<file path="src/rtl/tmr_bus_pkg.sv">
package tmr_bus_pkg;
  localparam int NCH    = 3;
  localparam int CNT_W  = 16;
  localparam int BYTE_W = 8;
  localparam int MODE_W = 3;
  localparam int ADR_W  = 3;
  localparam logic [ADR_W-1:0] A_CTL = 3'd3;
  localparam logic [ADR_W-1:0] A_SYS = 3'd4;
  localparam logic [1:0] SEL_READBACK = 2'b11;
  localparam logic [1:0] ACC_LATCH    = 2'b00;
endpackage

</file>
<file path="src/rtl/tmr_cmd_decode.sv">
module tmr_cmd_decode import tmr_bus_pkg::*; (
  input  logic              acc,
  input  logic              wr,
  input  logic [ADR_W-1:0]  addr,
  input  logic [BYTE_W-1:0] wdata,
  output logic [NCH-1:0]    prog,
  output logic [NCH-1:0]    cnt_lat,
  output logic [NCH-1:0]    sts_lat,
  output logic [NCH-1:0]    dwr,
  output logic [NCH-1:0]    drd,
  output logic              sys_wr
);
  logic ctl;
  logic [NCH-1:0] rb_hit;
  logic [NCH-1:0] direct;

  assign ctl    = acc & wr & (addr == A_CTL);
  assign sys_wr = acc & wr & (addr == A_SYS);

  for (genvar g = 0; g < NCH; g++) begin : g_ch
    localparam logic [ADR_W-1:0] GA = ADR_W'(g);
    assign dwr[g]     = acc & wr & (addr == GA);
    assign drd[g]     = acc & ~wr & (addr == GA);
    // read-back: select bit g+1, request bits are active low
    assign rb_hit[g]  = ctl & (wdata[7:6] == SEL_READBACK) & wdata[g+1];
    assign direct[g]  = ctl & (wdata[7:6] == 2'(g));
    assign cnt_lat[g] = (rb_hit[g] & ~wdata[5]) | (direct[g] & (wdata[5:4] == ACC_LATCH));
    assign sts_lat[g] = rb_hit[g] & ~wdata[4];
    assign prog[g]    = direct[g] & (wdata[5:4] != ACC_LATCH);
  end
endmodule

</file>
<file path="src/rtl/tmr_chan_regs.sv">
module tmr_chan_regs import tmr_bus_pkg::*; (
  input  logic              clk,
  input  logic              rst_n,
  input  logic              prog,
  input  logic              cnt_latch,
  input  logic              sts_latch,
  input  logic              data_wr,
  input  logic              data_rd,
  input  logic [BYTE_W-1:0] wdata,
  input  logic [CNT_W-1:0]  live_count,
  input  logic              live_out,
  output logic [BYTE_W-1:0] rd_byte,
  output logic              load,
  output logic [CNT_W-1:0]  load_count,
  output logic [MODE_W-1:0] load_mode,
  output logic              load_bcd
);
  logic [1:0]        rw;
  logic [MODE_W-1:0] mode;
  logic              bcd;
  logic              null_f;
  logic              wr_lo, wr_hi, rd_lo, rd_hi;
  logic              cnt_held, sts_held;
  logic [CNT_W-1:0]  held_cnt;
  logic [BYTE_W-1:0] held_sts;
  logic [CNT_W-1:0]  stage;
  logic [CNT_W-1:0]  stage_nx;
  logic [CNT_W-1:0]  rd_src;
  logic [BYTE_W-1:0] status_now;
  logic              last_byte;

  assign rd_src     = cnt_held ? held_cnt : live_count;
  assign status_now = {live_out, null_f, rw, mode, bcd};
  assign stage_nx   = wr_lo ? {stage[CNT_W-1:BYTE_W], wdata} : {wdata, stage[BYTE_W-1:0]};
  assign last_byte  = wr_lo ^ wr_hi;

  always_comb begin
    if (sts_held)   rd_byte = held_sts;
    else if (rd_lo) rd_byte = rd_src[BYTE_W-1:0];
    else if (rd_hi) rd_byte = rd_src[CNT_W-1:BYTE_W];
    else            rd_byte = '0;
  end

  always_ff @(posedge clk) begin
    if (!rst_n) begin
      rw <= '0; mode <= '0; bcd <= 1'b0; null_f <= 1'b0;
      wr_lo <= 1'b0; wr_hi <= 1'b0; rd_lo <= 1'b0; rd_hi <= 1'b0;
      cnt_held <= 1'b0; sts_held <= 1'b0;
      held_cnt <= '0; held_sts <= '0; stage <= '0;
      load <= 1'b0; load_count <= '0; load_mode <= '0; load_bcd <= 1'b0;
    end else begin
      load <= 1'b0;
      if (prog) begin
        rw     <= wdata[5:4];
        mode   <= wdata[3:1];
        bcd    <= wdata[0];
        null_f <= 1'b1;
        wr_lo  <= wdata[4];
        wr_hi  <= wdata[5];
        rd_lo  <= wdata[4];
        rd_hi  <= wdata[5];
        stage  <= '0;
      end else if (data_wr && (wr_lo || wr_hi)) begin
        stage <= stage_nx;
        if (wr_lo) wr_lo <= 1'b0;
        else       wr_hi <= 1'b0;
        if (last_byte) begin
          load       <= 1'b1;
          load_count <= stage_nx;
          load_mode  <= mode;
          load_bcd   <= bcd;
          null_f     <= 1'b0;
          cnt_held   <= 1'b0;
          sts_held   <= 1'b0;
        end
      end else if (data_rd) begin
        if (sts_held) begin
          sts_held <= 1'b0;
        end else if (rd_lo || rd_hi) begin
          if (rd_lo) rd_lo <= 1'b0;
          else       rd_hi <= 1'b0;
          if (rd_lo ^ rd_hi) cnt_held <= 1'b0;
        end
      end else begin
        if (cnt_latch && !cnt_held) begin
          cnt_held <= 1'b1;
          held_cnt <= live_count;
          rd_lo    <= rw[0];
          rd_hi    <= rw[1];
        end
        if (sts_latch && !sts_held) begin
          sts_held <= 1'b1;
          held_sts <= status_now;
        end
      end
    end
  end
endmodule

</file>
<file path="src/rtl/tmr_read_port.sv">
module tmr_read_port import tmr_bus_pkg::*; (
  input  logic                  clk,
  input  logic                  rst_n,
  input  logic                  acc,
  input  logic                  wr,
  input  logic [ADR_W-1:0]      addr,
  input  logic [NCH*BYTE_W-1:0] chan_bytes,
  input  logic [BYTE_W-1:0]     sys_byte,
  input  logic                  rsp_ready,
  output logic                  req_ready,
  output logic                  rsp_valid,
  output logic [BYTE_W-1:0]     rsp_data
);
  logic [BYTE_W-1:0] rd_mux;

  assign req_ready = ~rsp_valid;

  always_comb begin
    rd_mux = '0;
    if (addr == A_CTL)      rd_mux = '1;
    else if (addr == A_SYS) rd_mux = sys_byte;
    for (int i = 0; i < NCH; i++)
      if (addr == ADR_W'(i)) rd_mux = chan_bytes[i*BYTE_W +: BYTE_W];
  end

  always_ff @(posedge clk) begin
    if (!rst_n) begin
      rsp_valid <= 1'b0;
      rsp_data  <= '0;
    end else begin
      if (rsp_valid && rsp_ready) rsp_valid <= 1'b0;
      if (acc && !wr) begin
        rsp_valid <= 1'b1;
        rsp_data  <= rd_mux;
      end
    end
  end
endmodule

</file>
<file path="src/rtl/tmr_bus_regs.sv">
module tmr_bus_regs import tmr_bus_pkg::*; (
  input  logic                  clk,
  input  logic                  rst_n,
  input  logic                  req_valid,
  output logic                  req_ready,
  input  logic                  req_write,
  input  logic [ADR_W-1:0]      req_addr,
  input  logic [BYTE_W-1:0]     req_wdata,
  output logic                  rsp_valid,
  input  logic                  rsp_ready,
  output logic [BYTE_W-1:0]     rsp_rdata,
  input  logic [NCH*CNT_W-1:0]  ch_count,
  input  logic [NCH-1:0]        ch_out,
  output logic [NCH-1:0]        ch_load,
  output logic [NCH*CNT_W-1:0]  ch_load_count,
  output logic [NCH*MODE_W-1:0] ch_load_mode,
  output logic [NCH-1:0]        ch_load_bcd,
  output logic                  gate2
);
  logic acc;
  logic [NCH-1:0] prog, cnt_lat, sts_lat, dwr, drd;
  logic sys_wr;
  logic [NCH*BYTE_W-1:0] chan_bytes;
  logic [BYTE_W-1:0] sys_byte;

  assign acc = req_valid & req_ready;

  tmr_cmd_decode u_dec (
    .acc(acc), .wr(req_write), .addr(req_addr), .wdata(req_wdata),
    .prog(prog), .cnt_lat(cnt_lat), .sts_lat(sts_lat),
    .dwr(dwr), .drd(drd), .sys_wr(sys_wr)
  );

  for (genvar g = 0; g < NCH; g++) begin : g_chan
    tmr_chan_regs u_chan (
      .clk(clk), .rst_n(rst_n),
      .prog(prog[g]), .cnt_latch(cnt_lat[g]), .sts_latch(sts_lat[g]),
      .data_wr(dwr[g]), .data_rd(drd[g]), .wdata(req_wdata),
      .live_count(ch_count[g*CNT_W +: CNT_W]), .live_out(ch_out[g]),
      .rd_byte(chan_bytes[g*BYTE_W +: BYTE_W]),
      .load(ch_load[g]),
      .load_count(ch_load_count[g*CNT_W +: CNT_W]),
      .load_mode(ch_load_mode[g*MODE_W +: MODE_W]),
      .load_bcd(ch_load_bcd[g])
    );
  end

  always_ff @(posedge clk) begin
    if (!rst_n)      gate2 <= 1'b0;
    else if (sys_wr) gate2 <= req_wdata[0];
  end

  always_comb begin
    sys_byte = '0;
    sys_byte[0] = gate2;
    sys_byte[5] = ch_out[2];
  end

  tmr_read_port u_rd (
    .clk(clk), .rst_n(rst_n), .acc(acc), .wr(req_write), .addr(req_addr),
    .chan_bytes(chan_bytes), .sys_byte(sys_byte), .rsp_ready(rsp_ready),
    .req_ready(req_ready), .rsp_valid(rsp_valid), .rsp_data(rsp_rdata)
  );
endmodule

</file>
<file path="config.mk">
export PLATFORM = sky130hd
export DESIGN_NAME = tmr_bus_regs
export DESIGN_NICKNAME = d
export VERILOG_FILES = /design/src/rtl/tmr_bus_pkg.sv /design/src/rtl/tmr_cmd_decode.sv /design/src/rtl/tmr_chan_regs.sv /design/src/rtl/tmr_read_port.sv /design/src/rtl/tmr_bus_regs.sv
export SDC_FILE = /design/constraint.sdc
export NUM_CORES = 1
export LEC_CHECK = 0
export BUFFER_PORTS_ARGS = -buffer_cell sky130_fd_sc_hd__buf_2
export CORE_UTILIZATION = 54
export CTS_BUF_LIST = sky130_fd_sc_hd__clkbuf_4 sky130_fd_sc_hd__clkbuf_8
export DETAILED_ROUTE_END_ITERATION = 12
export PLACE_DENSITY = 0.78
export SETUP_SLACK_MARGIN = 0.5
export SYNTH_ARGS = -nofsm -noshare
export SYNTH_HDL_FRONTEND = slang
export SYNTH_SLANG_ARGS = --single-unit
</file>
<file path="constraint.sdc">
create_clock -name clk -period 2.15 [get_ports clk]
set_clock_uncertainty 0.1 [all_clocks]
set_input_delay 0.43 -clock clk [delete_from_list [all_inputs] [get_ports clk]]
set_output_delay 0.43 -clock clk [all_outputs]
set_load 0.005 [all_outputs]
</file>
* After elaboration in Yosys (flattened, before gate mapping)
Cells that the tools add are included.
Cells by class: $lt $le $gt $ge 0, reduce and logical (&&, ||, !) cells 77, multiplexer cells 115, div/mod/pow operators 0, shift-type cells 0, eq/ne operators 34, multipliers 0, $add $sub $neg 0, bitwise logic cells 53
Operators by type and width (number):
- two-way mux 8 bit | 13
- two-way mux 16 bit | 6
- two-way mux 1 bit | 95
- AND reduction 4 bit | 9
- bitwise AND 1 bit | 30
- != test 3 x 2 -> 1 bit, second input constant | 9
- != test 3 bit, second input constant | 9
- nonzero test 3 bit | 9
- != test 2 x 1 -> 1 bit, second input constant | 9
- AND reduction 3 bit | 6
- AND reduction 6 bit | 3
- nonzero test 2 bit | 8
- AND reduction 5 bit | 3
- NOT 1 bit | 14
- AND reduction 2 bit | 6
- logical AND 1 bit | 11
- OR reduction 3 bit | 3
- zero test 1 bit | 7
- == test 3 x 2 -> 1 bit, second input constant | 2
- logical OR 1 bit | 6
- two-way mux 6 bit | 1
- OR reduction 2 bit | 3
- XOR 1 bit | 6
- == test 2 bit, second input constant | 2
- other kinds (6) | 9
Storage, ports and cells: output and inout port bits 74, bits in registers 232, bits in writable memories 0, memories 0, bits in latches 0, ROM bits 0, word-level logic and storage cells 333, bits of input ports 67

* Longest topological paths before layout
Gate-level depths: netlist of the first run.
word-level depth 13, mapped depth 10, mapped depth without buffers 7

* Modules after synthesis
Synthesis of the first run repeated with hierarchy kept, for this count alone.
Second synthesis, totals: cells, all modules 1201, area total of the unflattened synthesis 11279.6 µm²
Modules (own cells, without submodules):
- tmr_chan_regs | times used 3, area each 3469.6 µm², cells each 366, sequential area each 1481.4 µm²
- tmr_read_port | times used 1, area each 596.8 µm², cells each 64, sequential area each 180.2 µm²
- tmr_cmd_decode | times used 1, area each 227.7 µm², cells each 34, sequential area each 0.0 µm²
- tmr_bus_regs | times used 1, area each 46.3 µm², cells each 5, sequential area each 20.0 µm²

* Worst setup path before layout of the first run
OpenSTA, ideal clock, no wires.
kind register -> register, start point reg g_chan[1].u_chan.wr_lo, end point reg g_chan[1].u_chan.stage[14], required time 1934 ps, stages on the path, launching flop included 9, data arrival time 1876 ps, period minus slack after synthesis 2092 ps, path slack 58 ps, setup time 116 ps, path buffers 2, cells stage by stage dfxtp_1 > buf_2 > inv_1 > ha_1 > or3_1 > buf_6 > nor2_8 > mux2i_1 > nor2_2
Between the ends: longest elaborated chain between the ends 2, elaborated cells between the ends (all ways) 3, classes of those cells mux: 1; reduce/logical: 2
Ends and longest elaborated chain:
- from (decl) | RTL line tmr_chan_regs.sv:22 | logic wr_lo, wr_hi, rd_lo, rd_hi;
- from (signal assigned) | RTL line tmr_chan_regs.sv:58 | wr_lo <= wdata[4];
- logical OR 1 bit | RTL line tmr_chan_regs.sv:63 | end else if (data_wr && (wr_lo || wr_hi)) begin
- logical AND 1 bit | RTL line tmr_chan_regs.sv:63
- to (signal assigned) | RTL line tmr_chan_regs.sv:64 | stage <= stage_nx;
- to (decl) | RTL line tmr_chan_regs.sv:26 | logic [CNT_W-1:0] stage;
Parallel ways exist; a longest one is shown, timed or not. A chain may end at the register's enable or synchronous reset.

* Worst setup path after layout of the first run
start point reg g_chan[0].u_chan.cnt_held, end point reg u_rd.rsp_data[6]
Between the ends: longest elaborated chain between the ends 7
Ends and longest elaborated chain:
- from (decl) | RTL line tmr_chan_regs.sv:23 | logic cnt_held, sts_held;
- from (signal assigned) | RTL line tmr_chan_regs.sv:48 | cnt_held <= 1'b0; sts_held <= 1'b0;
- from (signal assigned) | RTL line tmr_chan_regs.sv:73 | cnt_held <= 1'b0;
- from (signal assigned) | RTL line tmr_chan_regs.sv:82 | if (rd_lo ^ rd_hi) cnt_held <= 1'b0;
- two-way mux 16 bit (*) | RTL line tmr_chan_regs.sv:32 | assign rd_src = cnt_held ? held_cnt : live_count;
- two-way mux 8 bit | RTL line tmr_chan_regs.sv:40 | else if (rd_hi) rd_byte = rd_src[CNT_W-1:BYTE_W];
- two-way mux 8 bit (*) | RTL line tmr_chan_regs.sv:39 | else if (rd_lo) rd_byte = rd_src[BYTE_W-1:0];
- two-way mux 8 bit (*) | RTL line tmr_chan_regs.sv:38 | if (sts_held) rd_byte = held_sts;
- two-way mux 8 bit (*) (3 in a row) | RTL line tmr_read_port.sv:23 | if (addr == ADR_W'(i)) rd_mux = chan_bytes[i*BYTE_W +: BYTE_W];
- to (signal assigned) | RTL line tmr_read_port.sv:34 | rsp_data <= rd_mux;
- to (decl) | RTL line tmr_read_port.sv:12 | output logic [BYTE_W-1:0] rsp_data
Mark *: on every way between the ends. The rest lies on a longest branch, timed or not.

==> results.json, run 1 <==
{
  "r2r-end": "u_rd.rsp_data[6]",
  "synth_area_um2": 10600,
  "cts_tree": "done",
  "cpPeakStageDelay_ns": 0.40,
  "tightest_slew_ns": 0.662,
  "grtUsageTotal_pct": 30.6,
  "status": "finished, final reports clean",
  "start_util_pct": 55.8,
  "async_flop_share_pct": 0,
  "ff2ff_setup_slack_ns": 0.24,
  "nets": 1427,
  "vias_per_cell": 6.10,
  "drt-pass1-iter-count": 7,
  "fin_crit_ns": 1.91,
  "gp_congestion": 0.940,
  "worst_slack_ns": 0.238,
  "finalHoldViolCount": 0,
  "hold_path_end": "g_chan[0].u_chan.held_cnt[10]",
  "r2r-start": "g_chan[0].u_chan.cnt_held",
  "synth_cell_types": 65,
  "overflow": 0,
  "critPathMaxFanout": 8,
  "die_w_um": 142,
  "htree_num_levels": 2,
  "cts_buffers": 39,
  "cp_slowest_cell": "a221oi_4",
  "hp-class": "primary input to flop",
  "crit_buf_inv": 1,
  "fmax_mhz": 523,
  "antenna_left": 0,
  "multi_input_area_um2": 6210,
  "p_total_w": 0.00925,
  "antenna_found_initial": 1,
  "drive_gt1_share_pct": 41.9,
  "synth.yosys.warnings": 0,
  "ctsLongestPathBuffers": 3,
  "worstSetupEndpointType": "flop",
  "max_cap_viol_count": 0,
  "ys_seq_elements": 232,
  "hpwl_um": 19100,
  "cp-start-kind": "flop",
  "dpl_worst_slack_ns": -0.0785,
  "core_um2": 19000,
  "nFillCells": 1176,
  "synth_fp_nets": 1224,
  "drc": 0,
  "critPathTopFamily": "compound AO/OA/AOI/OAI gates",
  "yosysSeqAreaShare_pct": 43.9,
  "vias": 10000,
  "drtIter0Drc": 912,
  "cp.required_ns": 2.48,
  "rows": 50,
  "hold_depth": 3,
  "ir_worst_vdd_mv": 0.576,
  "num_io_pins": 141,
  "clkSlewWorstSetupHoldPaths_ns": 0.07,
  "syn_area_per_cell_um2": 9.19,
  "fp.dieH_um": 142,
  "timing.final.crit_share_pct": 88.9,
  "synth_cells": 1151,
  "synth_edf_count": 0,
  "crit_type": "flop to flop",
  "slew_headroom_pct": 55.8,
  "clockRootBuffer": "clkbuf_8",
  "routedWlPerCell_um": 20.9,
  "setup_viol": 0,
  "clk_latency_ns": 0.55,
  "hp-start": "ch_count[10]",
  "regArea_um2": 4670,
  "totalWireLength_um": 34300,
  "final_core_util_pct": 75.4,
  "grt_max_degree": 69,
  "setup_tns_ns": 0,
  "grt_pass1_wl_um": 49000,
  "dieArea_um2": 20200,
  "path_cells": "buf_12 > mux2i_1 > o22ai_1 > mux2_4 > a221oi_4 > a21oi_1",
  "place.port_buffers": 140,
  "drv_slew": 0,
  "clock_sinks": 232,
  "timing.hold.ws_ns": 0.0222,
  "p_per_area_nw_per_um2": 647,
  "area.growth.synth_to_final_pct": 35.1,
  "cp.arrival_ns": 2.24,
  "rsz0062_at_grt": "true",
  "first_global_vias": 9566,
  "reg2reg_depth": 6,
  "synth_ff_type": "dfxtp_1",
  "leakage_nw": 5.60
}
[registers in the layout, summed over array words and instances (netlist names)]
name	cells
g_chan.u_chan.load	3
g_chan.u_chan.rd_hi	3
g_chan.u_chan.mode	9
u_rd.rsp_data	8
g_chan.u_chan.held_sts	24
g_chan.u_chan.held_cnt	48
g_chan.u_chan.rd_lo	3
g_chan.u_chan.rw	6
g_chan.u_chan.load_count	48
g_chan.u_chan.load_mode	9
gate2	1
g_chan.u_chan.cnt_held	3
g_chan.u_chan.sts_held	3
g_chan.u_chan.load_bcd	3
g_chan.u_chan.null_f	3
g_chan.u_chan.bcd	3
u_rd.rsp_valid	1
g_chan.u_chan.wr_hi	3
g_chan.u_chan.stage	48
g_chan.u_chan.wr_lo	3
[through the flow]
stage	instance area [um^2]	cells
after floorplan	11000	1151
after global placement	12000	1524
after detailed placement	12000	1524
after CTS	13800	1627
after global routing	14300	1642
final	14300	1643
[metal layers]
metal	share of wire [%]	track usage (%)	wire length (um)	vias to the layer above
met5	0	0	0	-
met2	48	52.7	16600	547
li1	-	-	-	4467
met4	5.4	15.6	1860	0
met1	38	36.7	13000	4826
met3	8.4	5.48	2880	179
[cells by family (layout without fill, tap and decap cells)]
kind of cell,after synthesis,in the layout,synth area share (%)
flip-flops,232,232,43.9
AO/OA/AOI/OAI,211,211,12.2
buffers and inverters,122,347,5.73
multiplexers,192,192,18.6
adder cells (fa/ha/maj),6,6,0.709
other,0,2,0
AND/OR/NAND/NOR,388,393,18.9
[Yosys cell counts (6+ instances only)]
cell type / n / share of area [%]
a21oi_1: 78 / 3.7
nor3_1: 12 / 0.57
buf_1: 7 / 0.25
buf_4: 14 / 0.99
dfxtp_1: 232 / 44
buf_6: 7 / 0.74
clkbuf_1: 37 / 1.3
nand3_1: 75 / 3.5
o21ai_0: 33 / 1.6
ha_1: 6 / 0.71
o22ai_1: 15 / 0.89
a22oi_1: 16 / 1.1
mux2i_1: 159 / 15
nand2b_1: 6 / 0.35
inv_1: 19 / 0.67
mux2_2: 31 / 3.3
nor2_1: 83 / 2.9
o21ai_1: 10 / 0.47
buf_2: 35 / 1.7
o31ai_1: 34 / 2.4
nand4_1: 6 / 0.35
nand2_1: 130 / 4.6
nor2_2: 25 / 1.5
[report_power, final]
group / switching [W] / leakage, nW / total (W) / internal (W)
clock network: 0.00178 / 0.462 / 0.00428 / 0.00250
registers: 0.0000113 / 1.88 / 0.00432 / 0.00431
logic: 0.000401 / 3.27 / 0.000643 / 0.000241
[final cells by class]
cell class                      instances  area share (%)
Antenna cell                            2          0.0350
Clock buffer                           66            6.00
Clock inverter                          2          0.0700
Inverter                               22           0.656
Multi-Input combinational cell        802            43.5
Sequential cell                       232            32.6
Tap cell                              260            2.28
Timing Repair Buffer                  257            14.9
[how the worst max path moves through the flow]
stage                                       to                       from  depth (start not counted)
finish                        u_rd.rsp_data[6]  g_chan[0].u_chan.cnt_held                          6
global route            g_chan[0].u_chan.rd_hi             u_rd.rsp_valid                          6
CTS                  g_chan[1].u_chan.stage[1]             u_rd.rsp_valid                          6
detailed placement   g_chan[0].u_chan.stage[8]                req_addr[0]                          7
global placement    g_chan[0].u_chan.stage[15]                req_addr[0]                          7
floorplan           g_chan[0].u_chan.stage[10]                req_addr[2]                          7
[worst reg2reg max path, cell delays in order, from the launching register on]
cell	delay, ns
dfxtp_4	0.39
buf_12	0.16
mux2i_1	0.21
o22ai_1	0.09
mux2_4	0.32
a221oi_4	0.40
a21oi_1	0.12
[timing repair]
action | 4_1_cts | 5_1_grt
setup buffers | 23 | 12
endpoints found under the hold margin | 0 | 0
cloned | 12 | 2
pin swaps | 61 | 24
hold buffers | 0 | 0
resized for setup | 135 | 74
setup endpoints to repair | 226 | 226
[cell usage in the layout, fill, tap and decap left out, drive strengths merged, types with 3 or more instances in the layout]
cell type / netlist / routed
o21ai: 43 / 43
ha: 6 / 6
o22ai: 15 / 15
a221oi: 5 / 5
clkbuf: 37 / 67
nand2: 132 / 134
dfxtp: 232 / 232
a22o: 4 / 4
and3b: 5 / 6
nand3: 75 / 75
nand2b: 6 / 6
nor2: 111 / 113
inv: 21 / 21
nand4: 6 / 6
nand3b: 6 / 6
clkinv: 1 / 3
nor3: 15 / 15
o31ai: 34 / 34
nor4: 7 / 7
a22oi: 16 / 16
o21a: 3 / 3
or3b: 3 / 3
nor3b: 5 / 5
mux2i: 159 / 159
nor2b: 3 / 3
mux2: 33 / 33
or3: 5 / 5
buf: 63 / 255
a21oi: 79 / 79
Power figures use the tool's default switching activity.
==> inputs of run 2 (changes only) <==
--- a/config.mk
+++ b/config.mk
@@ -10,6 +10,7 @@
 export CTS_BUF_LIST = sky130_fd_sc_hd__clkbuf_4 sky130_fd_sc_hd__clkbuf_8
 export DETAILED_ROUTE_END_ITERATION = 12
 export PLACE_DENSITY = 0.78
+export RECOVER_POWER = 25
 export SETUP_SLACK_MARGIN = 0.5
 export SYNTH_ARGS = -nofsm -noshare
 export SYNTH_HDL_FRONTEND = slang
==> results.json, run 2 (synthesis results as in run 1) <==
{
  "met1_usage_pct": 36.7,
  "core_um2": 19000,
  "clockRootBuffer": "clkbuf_8",
  "hold_path_end": "g_chan[0].u_chan.held_cnt[10]",
  "dieArea_um2": 20200,
  "clk_latency_ns": 0.55,
  "finalHoldViolCount": 0,
  "ir_worst_vdd_mv": 0.577,
  "drtIter0Drc": 1019,
  "vias": 10000,
  "overflow": 0,
  "rows": 50,
  "grt_use_met3_pct": 5.48,
  "vias_per_cell": 6.10,
  "p_total_w": 0.00925,
  "rsz0062_at_grt": "true",
  "layout_common_cells": "221 x dfxtp_1, 146 x mux2i_1, 107 x nand2_1",
  "antenna_left": 0,
  "hpwl_um": 19100,
  "num_io_pins": 141,
  "cp.required_ns": 2.46,
  "first_global_vias": 9566,
  "leakage_nw": 5.44,
  "setup_viol": 0,
  "routedWlPerCell_um": 20.9,
  "die_w_um": 142,
  "area.growth.synth_to_final_pct": 34.6,
  "r2r-end": "u_rd.rsp_data[7]",
  "nFillCells": 1195,
  "ff2ff_setup_slack_ns": 0.24,
  "drt-pass1-iter-count": 5,
  "clock_sinks": 232,
  "hp-start": "ch_count[10]",
  "place.port_buffers": 140,
  "grt-busiest-layer": "met2",
  "hp-class": "primary input to flop",
  "start_util_pct": 55.8,
  "clkSlewWorstSetupHoldPaths_ns": 0.07,
  "final_common_cell": "dfxtp_1",
  "p_per_area_nw_per_um2": 649,
  "totalWireLength_um": 34300,
  "hold_depth": 3,
  "setup_tns_ns": 0,
  "tightest_slew_ns": 0.675,
  "drc": 0,
  "crit_type": "flop to flop",
  "status": "finished, final reports clean",
  "grtUsageTotal_pct": 30.6,
  "ctsLongestPathBuffers": 3,
  "worstSetupEndpointType": "flop",
  "top_regs": "g_chan.u_chan.held_cnt (48), g_chan.u_chan.load_count (48), g_chan.u_chan.stage (48)",
  "cts_tree": "done",
  "critPathMaxFanout": 8,
  "drv_slew": 0,
  "grt_pass1_wl_um": 49000,
  "r2r-start": "g_chan[0].u_chan.cnt_held",
  "final_cell_area_um2": 14200,
  "gp_congestion": 0.940,
  "cp-start-kind": "flop",
  "fmax_mhz": 522,
  "gr-usage-met2_pct": 52.7,
  "timing.final.crit_share_pct": 89.1,
  "grt_max_degree": 69,
  "fp.dieH_um": 142,
  "antenna_found_initial": 1,
  "final_core_util_pct": 75.1,
  "htree_num_levels": 2,
  "cts_buffers": 39,
  "cp.arrival_ns": 2.23,
  "nets": 1427,
  "placed_area_um2": 12000,
  "drive_gt1_share_pct": 39.0,
  "fin_crit_ns": 1.91,
  "max_cap_viol_count": 0,
  "slew_headroom_pct": 54.9,
  "reg2reg_depth": 7
}
-- run 2: cell type report --
type / instances / area (um^2) / area share [%]
inverters: 22 / 93.8 / 0.659
multi-input cells: 802 / 6210 / 43.6
flip-flops and latches: 232 / 4670 / 32.8
clock buffers: 66 / 858 / 6.03
repair buffers: 257 / 2070 / 14.5
well taps: 260 / 325 / 2.28
diodes: 2 / 5.00 / 0.0351
clock inverters: 2 / 10.0 / 0.0703
-- run 2: worst max-delay path: stages, from the launching register on --
cell and delay (ns):
dfxtp_4 0.39, buf_12 0.11, buf_16 0.13, mux2i_2 0.24, o22ai_1 0.19, mux2_2 0.35
a22oi_2 0.19, a21oi_1 0.09
-- run 2: how the worst max path moves through the flow --
stage                                   start                    endpoint  slack, ns  cells after the start
floorplan                         req_addr[2]  g_chan[0].u_chan.stage[10]       0.10                      7
finish              g_chan[0].u_chan.cnt_held            u_rd.rsp_data[7]       0.24                      7
detailed placement                req_addr[0]   g_chan[0].u_chan.stage[8]      -0.08                      7
CTS                            u_rd.rsp_valid   g_chan[1].u_chan.stage[1]       0.32                      6
global placement                  req_addr[0]  g_chan[0].u_chan.stage[15]      -0.04                      7
global route                   u_rd.rsp_valid      g_chan[0].u_chan.rd_hi       0.10                      6
-- run 2: power by group --
group	internal [W]	switching, W
Clock	0.00250	0.00179
Combinational	0.000237	0.000401
Sequential	0.00431	0.0000118
-- run 2: metrics by stage --
step,hold slack (ns),cells,setup WS [ns]
after detailed placement,0.343,1524,-0.0785
after CTS,0.0351,1627,0.320
after global routing,0.0398,1642,0.101
final,0.0271,1643,0.235
after floorplan,0.331,1151,0.104
after global placement,0.338,1524,-0.0352
-- run 2: routing by layer --
| layer | vias to the layer above | share of wire, % |
|---|---|---|
| met2 | 549 | 49 |
| met3 | 186 | 8.1 |
| met5 | - | 0 |
| met1 | 4820 | 38 |
| met4 | 0 | 5.3 |
| li1 | 4471 | - |
-- run 2: repair_timing --
item,4_1_cts,5_1_grt
setup endpoints to repair,226,226
hold buffers,0,0
pin swaps,61,24
buffers inserted,23,12
gates resized for setup,135,74
cloned,12,2
==> inputs of run 3 (changes only) <==
--- a/config.mk
+++ b/config.mk
@@ -9,8 +9,10 @@
 export CORE_UTILIZATION = 54
 export CTS_BUF_LIST = sky130_fd_sc_hd__clkbuf_4 sky130_fd_sc_hd__clkbuf_8
 export DETAILED_ROUTE_END_ITERATION = 12
+export GPL_TIMING_DRIVEN = 0
 export PLACE_DENSITY = 0.78
 export RECOVER_POWER = 25
+export REMOVE_ABC_BUFFERS = 1
 export SETUP_SLACK_MARGIN = 0.5
 export SYNTH_ARGS = -nofsm -noshare
 export SYNTH_HDL_FRONTEND = slang
==> results.json, run 3 (synthesis results as in run 1) <==
{
  "p_per_area_nw_per_um2": 646,
  "layout_common_cells": "224 x dfxtp_1, 140 x mux2i_1, 116 x nand2_1",
  "hpwl_um": 16900,
  "vias_per_cell": 6.40,
  "vias": 10500,
  "leakage_nw": 5.38,
  "overflow": 0,
  "ctsLongestPathBuffers": 3,
  "cp.arrival_ns": 2.59,
  "placed_area_um2": 11100,
  "gp_congestion": 0.865,
  "clockRootBuffer": "clkbuf_8",
  "grt_max_degree": 84,
  "wl_met2_um": 17700,
  "cp-start-kind": "flop",
  "drive_gt1_share_pct": 35.9,
  "tightest_slew_ns": 1.03,
  "drc": 0,
  "ir_worst_vdd_mv": 0.457,
  "grtUsageTotal_pct": 31.4,
  "violations": "setup timing",
  "worstSetupEndpointType": "flop",
  "place.port_buffers": 140,
  "final_cell_area_um2": 14200,
  "drt-pass1-iter-count": 6,
  "fin_crit_ns": 2.25,
  "die_w_um": 142,
  "top_regs": "g_chan.u_chan.held_cnt (48), g_chan.u_chan.load_count (48), g_chan.u_chan.stage (48)",
  "final_common_cell": "dfxtp_1",
  "drt-met1-wl_um": 14300,
  "timing.final.crit_share_pct": 105,
  "dieArea_um2": 20200,
  "fp.dieH_um": 142,
  "topRoutingLayerUsed": "met4",
  "rsz0062_at_grt": "true",
  "timing.hold.ws_ns": 0.0348,
  "clock_sinks": 232,
  "status": "finished, violations left",
  "area.growth.synth_to_final_pct": 34.1,
  "wl_met3_um": 3860,
  "cp.required_ns": 2.49,
  "totalWireLength_um": 38700,
  "crit_type": "flop to flop",
  "hp-class": "primary input to flop",
  "htree_num_levels": 2,
  "rows": 50,
  "nets": 1420,
  "core_um2": 19000,
  "max_cap_viol_count": 0,
  "drv_slew": 0,
  "slew_headroom_pct": 30.7,
  "worst_slack_ns": -0.102,
  "antenna_left": 0,
  "first_global_vias": 9320,
  "clkSlewWorstSetupHoldPaths_ns": 0.06,
  "dpl_worst_slack_ns": -2.38,
  "antenna_found_initial": 1,
  "critPathMaxFanout": 22,
  "grt_pass1_wl_um": 49700,
  "clk_latency_ns": 0.56,
  "finalHoldViolCount": 0,
  "routedWlPerCell_um": 23.6,
  "num_io_pins": 141,
  "setup_viol": 1,
  "drtIter0Drc": 1209,
  "start_util_pct": 55.8,
  "cts_tree": "done",
  "cts_buffers": 39,
  "fmax_mhz": 444
}
run 3: cell types whose count changed in the layout (fill, tap and decap cells not counted), sizes merged, moves of 2 or more:
cell,before,now
clkbuf,105,102
buf,217,194
nand2,134,147
clkinvlp,0,2
run 3: critical path, stage by stage (launching register included):
cell and delay [ns]:
dfxtp_1 0.46, and3b_1 0.29, nand4b_1 0.19, buf_4 0.13, and2_2 0.42, nand2_1 0.29, o21ai_2 0.22
run 3: stage by stage:
stage | utilization (%) | std cells | TNS [ns] | power [W]
final | 74.9 | 1636 | -0.102 | 0.00917
after global routing | 74.9 | 1636 | -0.362 | 0.00940
after floorplan | - | 1051 | -111.59 | 0.00461
after global placement | 58.5 | 1451 | -383.50 | 0.00483
after detailed placement | 58.7 | 1453 | -243.65 | 0.00484
after CTS | 69.5 | 1596 | 0 | 0.00900
run 3: area by class of cell:
class | instances | area [um^2]
Tap cell | 260 | 325
Clock inverter | 5 | 53.8
Clock buffer | 64 | 774
Timing Repair Buffer | 232 | 1760
Fill cell | 1141 | 4760
Sequential cell | 232 | 4670
Inverter | 22 | 100
Multi-Input combinational cell | 820 | 6500
Antenna cell | 1 | 2.50
run 3: layer usage:
metal	GRT usage, %	vias to the layer above
met2	50.4	771
met4	16.8	0
met1	39.8	4951
met5	0	-
met3	6.02	236
li1	-	4508
run 3: worst paths after layout:
kind	startpoint	to	slack, ns	cells past startpoint
max	u_rd.rsp_valid	g_chan[1].u_chan.load_count[4]	-0.10	6
min	ch_count[20]	g_chan[1].u_chan.held_cnt[4]	0.03	3
max reg2reg	u_rd.rsp_valid	g_chan[1].u_chan.load_count[4]	-0.10	6
min reg2reg	g_chan[1].u_chan.load_count[0]	g_chan[1].u_chan.load_count[0]	0.35	2
run 3: timing repair:
action | CTS | global route
pin swaps | 44 | 90
cloned | 17 | 12
setup endpoints to repair | 231 | 227
hold buffers | 0 | 0
gates resized for setup | 125 | 156
setup buffers | 57 | 27
run 3: report_power, final:
group / leakage [nW] / total, W / switching [W] / internal, W
clock network: 0.447 / 0.00423 / 0.00183 / 0.00240
registers: 1.88 / 0.00432 / 0.0000122 / 0.00431
logic: 3.05 / 0.000619 / 0.000417 / 0.000203
total: 5.38 / 0.00917 / 0.00226 / 0.00690
